$ cat src/rtl/kcs_pkg.sv
package kcs_pkg;
  typedef enum logic [1:0] {
    ST_IDLE  = 2'd0,
    ST_READ  = 2'd1,
    ST_WRITE = 2'd2,
    ST_ERROR = 2'd3
  } kcs_state_e;

  localparam logic [7:0] CMD_ABORT  = 8'h60;
  localparam logic [7:0] CMD_WSTART = 8'h61;
  localparam logic [7:0] CMD_WEND   = 8'h62;
  localparam logic [7:0] DAT_READ   = 8'h68;

  localparam logic [7:0] ERR_ABORT  = 8'h01;
  localparam logic [7:0] ERR_BADCC  = 8'h02;
  localparam logic [7:0] CC_TRUNC   = 8'hCA;
endpackage

$ cat src/rtl/kcs_buf.sv
module kcs_buf #(
  parameter int DEPTH = 64,
  localparam int AW = $clog2(DEPTH)
) (
  input  logic          clk_i,
  input  logic          we_i,
  input  logic [AW-1:0] waddr_i,
  input  logic [7:0]    wdata_i,
  input  logic [AW-1:0] raddr_i,
  output logic [7:0]    rdata_o
);
  logic [7:0] mem_q [DEPTH];

  always_ff @(posedge clk_i) begin
    if (we_i) mem_q[waddr_i] <= wdata_i;
  end

  assign rdata_o = mem_q[raddr_i];
endmodule

$ cat src/rtl/kcs_irq.sv
module kcs_irq #(
  parameter bit USE_IRQ = 1'b1
) (
  input  logic clk_i,
  input  logic rst_ni,
  input  logic en_i,
  input  logic obf_set_i,
  input  logic obf_clr_i,
  input  logic atn_set_i,
  input  logic atn_clr_i,
  output logic irq_o
);
  if (USE_IRQ) begin : g_irq
    logic obf_p_q, atn_p_q;

    always_ff @(posedge clk_i or negedge rst_ni) begin
      if (!rst_ni) begin
        obf_p_q <= 1'b0;
        atn_p_q <= 1'b0;
      end else begin
        // a new source event wins over a same-cycle clear
        if (obf_set_i && en_i)      obf_p_q <= 1'b1;
        else if (obf_clr_i)         obf_p_q <= 1'b0;
        if (atn_set_i && en_i)      atn_p_q <= 1'b1;
        else if (atn_clr_i)         atn_p_q <= 1'b0;
      end
    end

    assign irq_o = obf_p_q | atn_p_q;
  end else begin : g_noirq
    assign irq_o = 1'b0;
  end
endmodule

$ cat src/rtl/kcs_host_ctrl.sv
module kcs_host_ctrl
  import kcs_pkg::*;
#(
  parameter int DEPTH   = 64,
  parameter int TAG_W   = 8,
  parameter bit USE_IRQ = 1'b1,
  localparam int AW     = $clog2(DEPTH),
  localparam int LEN_W  = AW + 2
) (
  input  logic             clk_i,
  input  logic             rst_ni,
  input  logic             hst_wr_i,
  input  logic             hst_rd_i,
  input  logic             hst_addr_i,
  input  logic [7:0]       hst_wdata_i,
  output logic [7:0]       hst_rdata_o,
  input  logic             irq_en_i,
  output logic             irq_o,
  output logic             req_valid_o,
  output logic [TAG_W-1:0] req_tag_o,
  output logic [LEN_W-1:0] req_len_o,
  input  logic [AW-1:0]    req_raddr_i,
  output logic [7:0]       req_rdata_o,
  input  logic             rsp_valid_i,
  input  logic [TAG_W-1:0] rsp_tag_i,
  input  logic [7:0]       rsp_data_i,
  input  logic             rsp_last_i,
  input  logic             atn_we_i,
  input  logic             atn_val_i,
  input  logic             atn_irq_i
);
  localparam logic [LEN_W-1:0] DEPTH_L = LEN_W'(DEPTH);
  localparam logic [LEN_W-1:0] TRUNC_L = LEN_W'(3);
  localparam logic [LEN_W-1:0] LEN_MAX = '1;

  kcs_state_e       state_q, st_d;
  logic             obf_q, ibf_q, cd_q, atn_q, pend_q;
  logic [7:0]       din_q, cmd_q;
  logic             din_v_q, cmd_v_q;
  logic             wend_q, wait_q, err_q, trunc_q;
  logic [7:0]       errc_q, dout_q;
  logic [LEN_W-1:0] inlen_q, outlen_q, outpos_q, rsp_cnt_q;
  logic [TAG_W-1:0] tag_q;
  logic             req_valid_q;
  logic [7:0]       stat_w;

  logic wr_acc, dat_rd, sts_rd, rsp_hit, commit;
  logic [LEN_W-1:0] rsp_tot;
  logic [AW-1:0]    obuf_ra;
  logic [7:0]       obuf_rd, obyte, first_byte;

  assign wr_acc  = hst_wr_i && !ibf_q;
  assign dat_rd  = hst_rd_i && !hst_addr_i;
  assign sts_rd  = hst_rd_i && hst_addr_i;
  assign rsp_hit = rsp_valid_i && wait_q && (rsp_tag_i == tag_q);
  assign commit  = rsp_hit && rsp_last_i;
  assign rsp_tot = rsp_cnt_q + LEN_W'(1);

  assign stat_w      = {state_q, 2'b00, cd_q, atn_q, ibf_q, obf_q};
  assign hst_rdata_o = hst_addr_i ? stat_w : dout_q;

  // buffers
  kcs_buf #(.DEPTH(DEPTH)) u_ibuf (
    .clk_i   (clk_i),
    .we_i    (pend_q && din_v_q && state_q == ST_WRITE && inlen_q < DEPTH_L),
    .waddr_i (inlen_q[AW-1:0]),
    .wdata_i (din_q),
    .raddr_i (req_raddr_i),
    .rdata_o (req_rdata_o)
  );

  assign obuf_ra = commit ? '0 : outpos_q[AW-1:0];

  kcs_buf #(.DEPTH(DEPTH)) u_obuf (
    .clk_i   (clk_i),
    .we_i    (rsp_hit && rsp_cnt_q < DEPTH_L),
    .waddr_i (rsp_cnt_q[AW-1:0]),
    .wdata_i (rsp_data_i),
    .raddr_i (obuf_ra),
    .rdata_o (obuf_rd)
  );

  // byte the host sees next: status code, truncation code or stored byte
  always_comb begin
    if (err_q)                                obyte = errc_q;
    else if (trunc_q && outpos_q == TRUNC_L - LEN_W'(1)) obyte = CC_TRUNC;
    else                                      obyte = obuf_rd;
  end

  assign first_byte = (rsp_cnt_q == '0) ? rsp_data_i : obuf_rd;

  // host byte processing
  logic       p_set_obf, p_clr_ibf, p_tag_inc, p_ld_err, p_app, p_clr_in;
  logic       p_wend_set, p_wend_clr, p_issue, p_adv;
  logic [7:0] p_errc;
  logic       do_rd, rd_ok, cmd_used, skip_chk;

  always_comb begin
    st_d       = state_q;
    p_set_obf  = 1'b0;
    p_clr_ibf  = 1'b0;
    p_tag_inc  = 1'b0;
    p_ld_err   = 1'b0;
    p_errc     = ERR_BADCC;
    p_app      = 1'b0;
    p_clr_in   = 1'b0;
    p_wend_set = 1'b0;
    p_wend_clr = 1'b0;
    p_issue    = 1'b0;
    p_adv      = 1'b0;
    do_rd      = 1'b0;
    cmd_used   = 1'b0;
    skip_chk   = 1'b0;
    rd_ok      = (state_q == ST_ERROR) || (din_v_q && din_q == DAT_READ);
    if (pend_q) begin
      p_clr_ibf = 1'b1;
      if (cmd_v_q && cmd_q == CMD_ABORT) begin
        if (state_q != ST_ERROR) begin
          p_tag_inc = 1'b1;
          p_ld_err  = 1'b1;
          p_errc    = ERR_ABORT;
          st_d      = ST_ERROR;
          p_set_obf = 1'b1;
        end
      end else begin
        case (state_q)
          ST_IDLE: begin
            if (cmd_v_q && cmd_q == CMD_WSTART) begin
              st_d       = ST_WRITE;
              p_clr_in   = 1'b1;
              p_wend_clr = 1'b1;
              p_set_obf  = 1'b1;
              cmd_used   = 1'b1;
            end
          end
          ST_READ: do_rd = 1'b1;
          ST_WRITE: begin
            p_app = din_v_q;
            if (wend_q) begin
              // final byte: hand off, keep input-full until the response
              p_issue    = 1'b1;
              p_wend_clr = 1'b1;
              p_clr_ibf  = 1'b0;
              skip_chk   = 1'b1;
            end else begin
              if (cmd_v_q && cmd_q == CMD_WEND) begin
                cmd_used   = 1'b1;
                p_wend_set = 1'b1;
              end
              p_set_obf = 1'b1;
            end
          end
          ST_ERROR: begin
            if (din_v_q) begin
              st_d  = ST_READ;
              do_rd = 1'b1;
            end
          end
          default: ;
        endcase
        if (do_rd) begin
          if (outpos_q >= outlen_q) begin
            st_d      = ST_IDLE;
            p_set_obf = 1'b1;
          end else if (rd_ok) begin
            p_adv     = 1'b1;
            p_set_obf = 1'b1;
          end else begin
            p_ld_err  = 1'b1;
            st_d      = ST_ERROR;
            p_set_obf = 1'b1;
            skip_chk  = 1'b1;
          end
        end
        if (cmd_v_q && !cmd_used && !skip_chk) begin
          p_ld_err = 1'b1;
          p_errc   = ERR_BADCC;
          st_d     = ST_ERROR;
        end
      end
    end
  end

  always_ff @(posedge clk_i or negedge rst_ni) begin
    if (!rst_ni) begin
      state_q     <= ST_IDLE;
      obf_q       <= 1'b0;
      ibf_q       <= 1'b0;
      cd_q        <= 1'b0;
      atn_q       <= 1'b0;
      pend_q      <= 1'b0;
      din_q       <= '0;
      cmd_q       <= '0;
      din_v_q     <= 1'b0;
      cmd_v_q     <= 1'b0;
      wend_q      <= 1'b0;
      wait_q      <= 1'b0;
      err_q       <= 1'b0;
      trunc_q     <= 1'b0;
      errc_q      <= '0;
      dout_q      <= '0;
      inlen_q     <= '0;
      outlen_q    <= '0;
      outpos_q    <= '0;
      rsp_cnt_q   <= '0;
      tag_q       <= '0;
      req_valid_q <= 1'b0;
    end else begin
      if (wr_acc) begin
        if (hst_addr_i) begin
          cmd_q   <= hst_wdata_i;
          cmd_v_q <= 1'b1;
          din_v_q <= 1'b0;
        end else begin
          din_q   <= hst_wdata_i;
          din_v_q <= 1'b1;
          cmd_v_q <= 1'b0;
        end
        cd_q   <= hst_addr_i;
        pend_q <= 1'b1;
      end else if (pend_q) begin
        pend_q  <= 1'b0;
        din_v_q <= 1'b0;
        cmd_v_q <= 1'b0;
      end

      if (wr_acc)                            ibf_q <= 1'b1;
      else if ((pend_q && p_clr_ibf) || commit) ibf_q <= 1'b0;

      state_q <= commit ? ST_READ : st_d;

      if (p_set_obf || commit) obf_q <= 1'b1;
      else if (dat_rd)         obf_q <= 1'b0;

      if (atn_we_i) atn_q <= atn_val_i;

      if (p_tag_inc || commit) tag_q <= tag_q + TAG_W'(1);

      if (p_wend_set)      wend_q <= 1'b1;
      else if (p_wend_clr) wend_q <= 1'b0;

      if (p_clr_in)                       inlen_q <= '0;
      else if (p_app && inlen_q != LEN_MAX) inlen_q <= inlen_q + LEN_W'(1);

      if (p_issue)     wait_q <= 1'b1;
      else if (commit) wait_q <= 1'b0;

      req_valid_q <= p_issue;

      if (commit) begin
        err_q    <= 1'b0;
        trunc_q  <= (rsp_tot > DEPTH_L);
        outlen_q <= (rsp_tot > DEPTH_L) ? TRUNC_L : rsp_tot;
        outpos_q <= LEN_W'(1);
        dout_q   <= first_byte;
      end else if (p_ld_err) begin
        err_q    <= 1'b1;
        errc_q   <= p_errc;
        trunc_q  <= 1'b0;
        outlen_q <= LEN_W'(1);
        outpos_q <= '0;
      end else if (p_adv) begin
        dout_q   <= obyte;
        outpos_q <= outpos_q + LEN_W'(1);
      end else if (p_issue) begin
        outlen_q <= '0;
        outpos_q <= '0;
      end

      if (rsp_hit) begin
        if (rsp_last_i)             rsp_cnt_q <= '0;
        else if (rsp_cnt_q < DEPTH_L) rsp_cnt_q <= rsp_cnt_q + LEN_W'(1);
      end
    end
  end

  assign req_valid_o = req_valid_q;
  assign req_tag_o   = tag_q;
  assign req_len_o   = inlen_q;

  kcs_irq #(.USE_IRQ(USE_IRQ)) u_irq (
    .clk_i     (clk_i),
    .rst_ni    (rst_ni),
    .en_i      (irq_en_i),
    .obf_set_i (p_set_obf || commit),
    .obf_clr_i (dat_rd),
    .atn_set_i (atn_we_i && atn_val_i && atn_irq_i),
    .atn_clr_i ((atn_we_i && !atn_val_i) || sts_rd),
    .irq_o     (irq_o)
  );
endmodule

$ cat config.mk
export PLATFORM = sky130hd
export DESIGN_NAME = kcs_host_ctrl
export DESIGN_NICKNAME = d
export VERILOG_FILES = /design/src/rtl/kcs_pkg.sv /design/src/rtl/kcs_buf.sv /design/src/rtl/kcs_irq.sv /design/src/rtl/kcs_host_ctrl.sv
export SDC_FILE = /design/constraint.sdc
export NUM_CORES = 1
export LEC_CHECK = 0
export BUFFER_PORTS_ARGS = -buffer_cell sky130_fd_sc_hd__buf_2
export CORE_ASPECT_RATIO = 2
export CORE_MARGIN = 5
export CORE_UTILIZATION = 55
export DETAILED_ROUTE_END_ITERATION = 8
export PLACE_DENSITY = 0.69
export SLEW_MARGIN = 20
export SYNTH_ARGS = -nofsm -noshare
export SYNTH_HDL_FRONTEND = slang
export SYNTH_SLANG_ARGS = --single-unit
$ cat constraint.sdc
create_clock -name clk_i -period 3.79 [get_ports clk_i]
set_input_delay 0.758 -clock clk_i [delete_from_list [all_inputs] [get_ports clk_i]]
set_output_delay 0.758 -clock clk_i [all_outputs]
set_load 0.03 [all_outputs]
=== After elaboration in Yosys (flattened, before gate mapping) ===
Memory sizes are Yosys's and may differ from the RTL's.
Index checks and enable logic that the tools add are counted.

* Divide/modulo/power cells: 0
* Equal/unequal tests: 14
* $add $sub $neg: 4
* Multipliers: 0
* Mux-type cells: 112
* Bitwise logic cells: 3
* Reductions and logical operators: 57
* Shift operators: 0
* Magnitude comparators: 4

{| class="wikitable"
|+ Operators with widths
! cell !! count
|-
| $mux 8 || 21
|-
| $mux 1 || 74
|-
| $add 8x1->8 const B || 4
|-
| $eq 8x7->1 const B || 4
|-
| $logic_and 1x1->1 || 24
|-
| $reduce_bool 2->1 || 12
|-
| $mux 2 || 11
|-
| $lt 8x7->1 const B || 2
|-
| $reduce_and 2->1 || 7
|-
| $eq 8x2->1 const B || 1
|-
| $eq 8x8->1 || 1
|-
| $ge 8x8->1 || 1
|-
| $gt 8x7->1 const B || 1
|-
| $logic_not 8->1 || 1
|-
| $ne 8x8->1 const B || 1
|-
| $pmux 1 s2 || 4
|-
| $mux 6 || 1
|-
| $logic_not 1->1 || 5
|-
| $logic_or 1x1->1 || 5
|-
| $eq 2x2->1 const B || 2
|-
| $ne 2x2->1 const B || 2
|-
| $pmux 2 s2 || 1
|-
| $reduce_bool 4->1 || 1
|-
| $ne 3x2->1 const B || 1
|-
| 6 further kinds || 7
|}

* Latch bits: 0
* Flip-flop bits (word level): 88
* Bits in read-only memories: 0
* Bits of input ports: 41
* Memories kept: 2
* Memory bits (writable): 1024

{| class="wikitable"
|+ Memories
! name !! words !! bits a word !! read ports !! clocked after Yosys merged registers in !! wr ports !! line !! RTL
|-
| u_ibuf.mem_q || 64 || 8 || 1 || 0 || 1 || kcs_buf.sv:12 || <nowiki>logic [7:0] mem_q [DEPTH];</nowiki>
|-
| u_obuf.mem_q || 64 || 8 || 1 || 0 || 1 || kcs_buf.sv:12 ||
|}

=== Longest topological paths before layout ===
* Depth in word-level cells: 15
* Depth in mapped cells: 13
* Mapped depth without buffers: 10

=== Cells and area by module ===
From an unflattened synthesis, not the netlist that was laid out.

* Cell total of the unflattened synthesis: 2348
* Area, all modules: 44757.9 um^2

{| class="wikitable"
|+ Modules (own cells, without submodules)
! module !! times used !! area an instance (um^2) !! cells an instance
|-
| kcs_buf at u_ibuf || 1 || 20075.5 || 959
|-
| kcs_buf at u_obuf || 1 || 20006.7 || 932
|-
| kcs_host_ctrl || 1 || 4589.4 || 448
|-
| kcs_irq || 1 || 86.3 || 9
|}

=== Worst setup path before layout ===
OpenSTA, ideal clock, no wires.

* Kind: input-to-output
* From: input req_raddr_i[0]
* To: output req_rdata_o[0]
* Arrival: 2.899 ns
* Path slack: 0.133 ns
* Stages: 5
* Data required time: 3.032 ns
* Path through: buf_2 buf_2 mux4_2 mux4_2 mux4_2

* Longest elaborated chain between the ends: 1

{| class="wikitable"
|+ RTL lines
! element !! line !! RTL
|-
| start: declaration || kcs_host_ctrl.sv:22 || <nowiki>input logic [AW-1:0] req_raddr_i,</nowiki>
|-
| $mem_v2 64x8 || - ||
|-
| end: declaration || kcs_host_ctrl.sv:23 || <nowiki>output logic [7:0] req_rdata_o,</nowiki>
|}

No other way between the ends.

=== Worst setup path in the final report ===
Same ends and word-level chain as after synthesis.

==> flow_metrics.env <==
export IMPL_status="finished clean"
export IMPL_overflow=0
export IMPL_critPathKind="in2out"
export IMPL_syn_to_final_growth_pct=13.23
export IMPL_dp_hpwl_mm=69.60
export IMPL_synth_main_ff_cell="edfxtp_1"
export IMPL_cts_setup_buffers=0
export IMPL_reg2reg_slack_ns=0.51
export IMPL_synth_edf_count=1024
export IMPL_synth_top_cells_by_area="edfxtp_1 68%, mux4_2 11%, dfrtp_1 4.5%"
export IMPL_drive_gt1_share_pct=25.62
export IMPL_clk_pin_slew_ns=0.07
export IMPL_fin_crit_ns=3.767
export IMPL_syn_cell_area_um2=45280
export IMPL_drtAntennaViolNets=0
export IMPL_yosysWarningCount=0
export IMPL_hold_violations=0
export IMPL_maxSlewHeadroom_pct=25.56
export IMPL_dieArea_um2=88520
export IMPL_grt_pass1_wl_mm=165.4
export IMPL_cp_start_kind="primary input"
export IMPL_cts_buffers=92
export IMPL_die_w_um=212.9
export IMPL_final_cell_area_um2=51270
export IMPL_synthAdderAreaFrac_pct=0.4974
export IMPL_clock_path_buffers=3
export IMPL_period_share_pct=99.38
export IMPL_cts_tree="yes"
export IMPL_synth_most_common_cell="edfxtp_1"
export IMPL_p_leak_nw=16.91
export IMPL_grt_max_degree=113
export IMPL_start_util_pct=55.20
export IMPL_ctsRootBufferMaster="clkbuf_16"
export IMPL_grt_setup_unrepaired="true"
export IMPL_end_kind="output pin"
export IMPL_fmax_ghz=0.2655
export IMPL_ios=75
export IMPL_clock_latency_ns=0.70
export IMPL_n_antenna_cell=0
export IMPL_crit_top_cell="mux4_2"
export IMPL_finalSetupViolCount=0
export IMPL_num_vias=25301
export IMPL_avgSynthCellArea_um2=17.55
export IMPL_ir_drop_mv=0.6550
export IMPL_synth_area_leader_cell="edfxtp_1"
export IMPL_fp_dieH_um=415.8
export IMPL_worstPathRequired_ns=3.03
export IMPL_max_stage_delay_ns=0.56
export IMPL_regToRegEndpoint="dout_q[4]"
export IMPL_hold_path_class="in2async"
export IMPL_grt_pass1_vias=25207
export IMPL_drv_cap=0
export IMPL_antenna_found_initial=2
export IMPL_drt_iter0_drc=3214
export IMPL_fin_nets=2863
export IMPL_synth_net_count=2639
export IMPL_cts_hold_buf=0
export IMPL_final_max_slew_viol_count=0
export IMPL_r2r_start="outlen_q[4]"
export IMPL_post_route_drc_count=0
export IMPL_synthXorXnorAreaFrac_pct=0.6659
export IMPL_arrival_ns=3.01
export IMPL_ys_ff_latch=1106
export IMPL_wl_mm=111.2
export IMPL_worst_path_max_delay_cell="mux4_2"
export IMPL_muxShareOfSynthArea_pct=13.59
export IMPL_path_cells="clkbuf_16 > buf_12 > mux4_2 > mux4_2 > mux4_2 > buf_2"
export IMPL_fin_skew_ns=0.02255
export IMPL_synthSimpleGateAreaFrac_pct=5.667
export IMPL_dr_pass1_iters=6
export IMPL_yosysUniqueCellTypes=82
export IMPL_portBuffers=74
export IMPL_synth_top_family_by_area="multiplexers"
export IMPL_cts_sinks=1106
export IMPL_synth_seq_area_share_pct=72.44
export IMPL_wl_per_cell_um=28.25
export IMPL_worst_slew_pin_slew_ns=1.112
export IMPL_coreArea_um2=82030
export IMPL_place_area_um2=48020
export IMPL_synth_top_area_share_pct=67.91
export IMPL_netlist_top_cells_count="1024 x edfxtp_1, 238 x nor2_1, 214 x mux4_2, 87 x a21oi_1"
export IMPL_synth_compound_area_share_pct=5.206
export IMPL_grt_usage_pct=25.20
export IMPL_reg2regPathDepth=10
export IMPL_power_total_mw=31.75
export IMPL_crit_path_max_fanout=20
export IMPL_place_congestion=0.9119
export IMPL_via_per_inst=6.425
export IMPL_syn_inst=2580
export IMPL_row_count=149
export IMPL_async_flop_share_pct=7.414
export IMPL_power_density_nw_per_um2=619.3
export IMPL_htreeDepth=3
-- per-stage QoR --
step	hold WS, ns	setup TNS, ns	util (%)	worst slack, ns	std cells
after floorplan	0.4414	0	-	0.1329	2580
after detailed placement	0.4716	-0.08636	58.54	-0.03190	3766
final	0.1471	0	62.50	0.02332	3938
after global placement	0.4657	-0.02717	58.54	-0.01161	3766
after global routing	0.1984	-0.03705	62.50	-0.01942	3938
after CTS	0.1370	0	62.50	0.003702	3938
-- power breakdown --
part | internal (mW) | switching (mW) | leakage (nW)
sequential | 14.4 | 0.307 | 10.2
combinational | 2.35 | 4.62 | 5.12
clock | 5.63 | 4.40 | 1.55
-- metal layers --
metal	vias up	global-route usage (%)	share of wire [%]
li1	10780	-	-
met1	12925	37.70	40
met2	1401	38.42	47
met3	193	4.584	9.7
met4	2	7.838	2.9
met5	-	0	0.015
-- worst max path at each step --
stage / endpoint / cells after the start / start / slack (ns)
after floorplan: req_rdata_o[0] / 5 / req_raddr_i[0] / 0.13
final: req_rdata_o[0] / 6 / req_raddr_i[0] / 0.02
after global placement: req_rdata_o[3] / 6 / req_raddr_i[0] / -0.01
after CTS: req_rdata_o[0] / 6 / req_raddr_i[0] / 0.004
after detailed placement: req_rdata_o[3] / 6 / req_raddr_i[0] / -0.03
after global routing: req_rdata_o[0] / 6 / req_raddr_i[0] / -0.02
-- flip-flops by register name, indices dropped and copies added, names as in the netlist, 2 cells and up --
register / flops
req_tag_o: 8
rsp_cnt_q: 8
outpos_q: 8
cmd_q: 8
req_len_o: 8
errc_q: 2
u_ibuf.mem_q: 512
din_q: 8
u_obuf.mem_q: 512
dout_q: 8
outlen_q: 8
state_q: 2
-- layout make-up --
type / count / area (µm²)
clock buffers: 120 / 2552
clock inverters: 51 / 644.4
repair buffers: 280 / 2156
fillers: 5781 / 30760
multi-input cells: 1282 / 11610
inverters: 42 / 157.7
well taps: 1057 / 1323
flip-flops and latches: 1106 / 32820
-- cells in the final DEF (no fill, tap or decap), types with 16 or more instances in the layout --
master,instances
nand3_1,51
o211ai_1,16
clkbuf_16,97
dfrtp_1,71
buf_4,192
a211oi_1,18
clkbuf_1,18
nor3_1,32
ha_1,18
nor2_1,238
mux2_2,66
o21ai_0,86
inv_1,40
nand2_1,86
edfxtp_1,1024
mux2i_1,59
buf_2,71
mux4_2,214
a31oi_1,33
a21oi_1,87
-- cell families (layout without fill, tap and decap cells) --
group	after synthesis	in the layout
AOI/OAI and AO/OA	358	358
xor gates and xnor gates	31	31
adders and majority gates	18	18
buffers and inverters	192	493
DFF	1106	1106
muxes	339	339
and+or+nand+nor	536	536
-- critical path, delay by kind of cell --
family	cells	cell delay, ns
buffers and inverters	3	0.61
muxes	3	1.62
-- timing repair --
item                                    CTS  global route
gates cloned                              1             0
endpoints found under the setup margin    6             5
gates resized for setup                   2             3
endpoints found under the hold margin     0             0
Power figures use the tool's default switching activity.
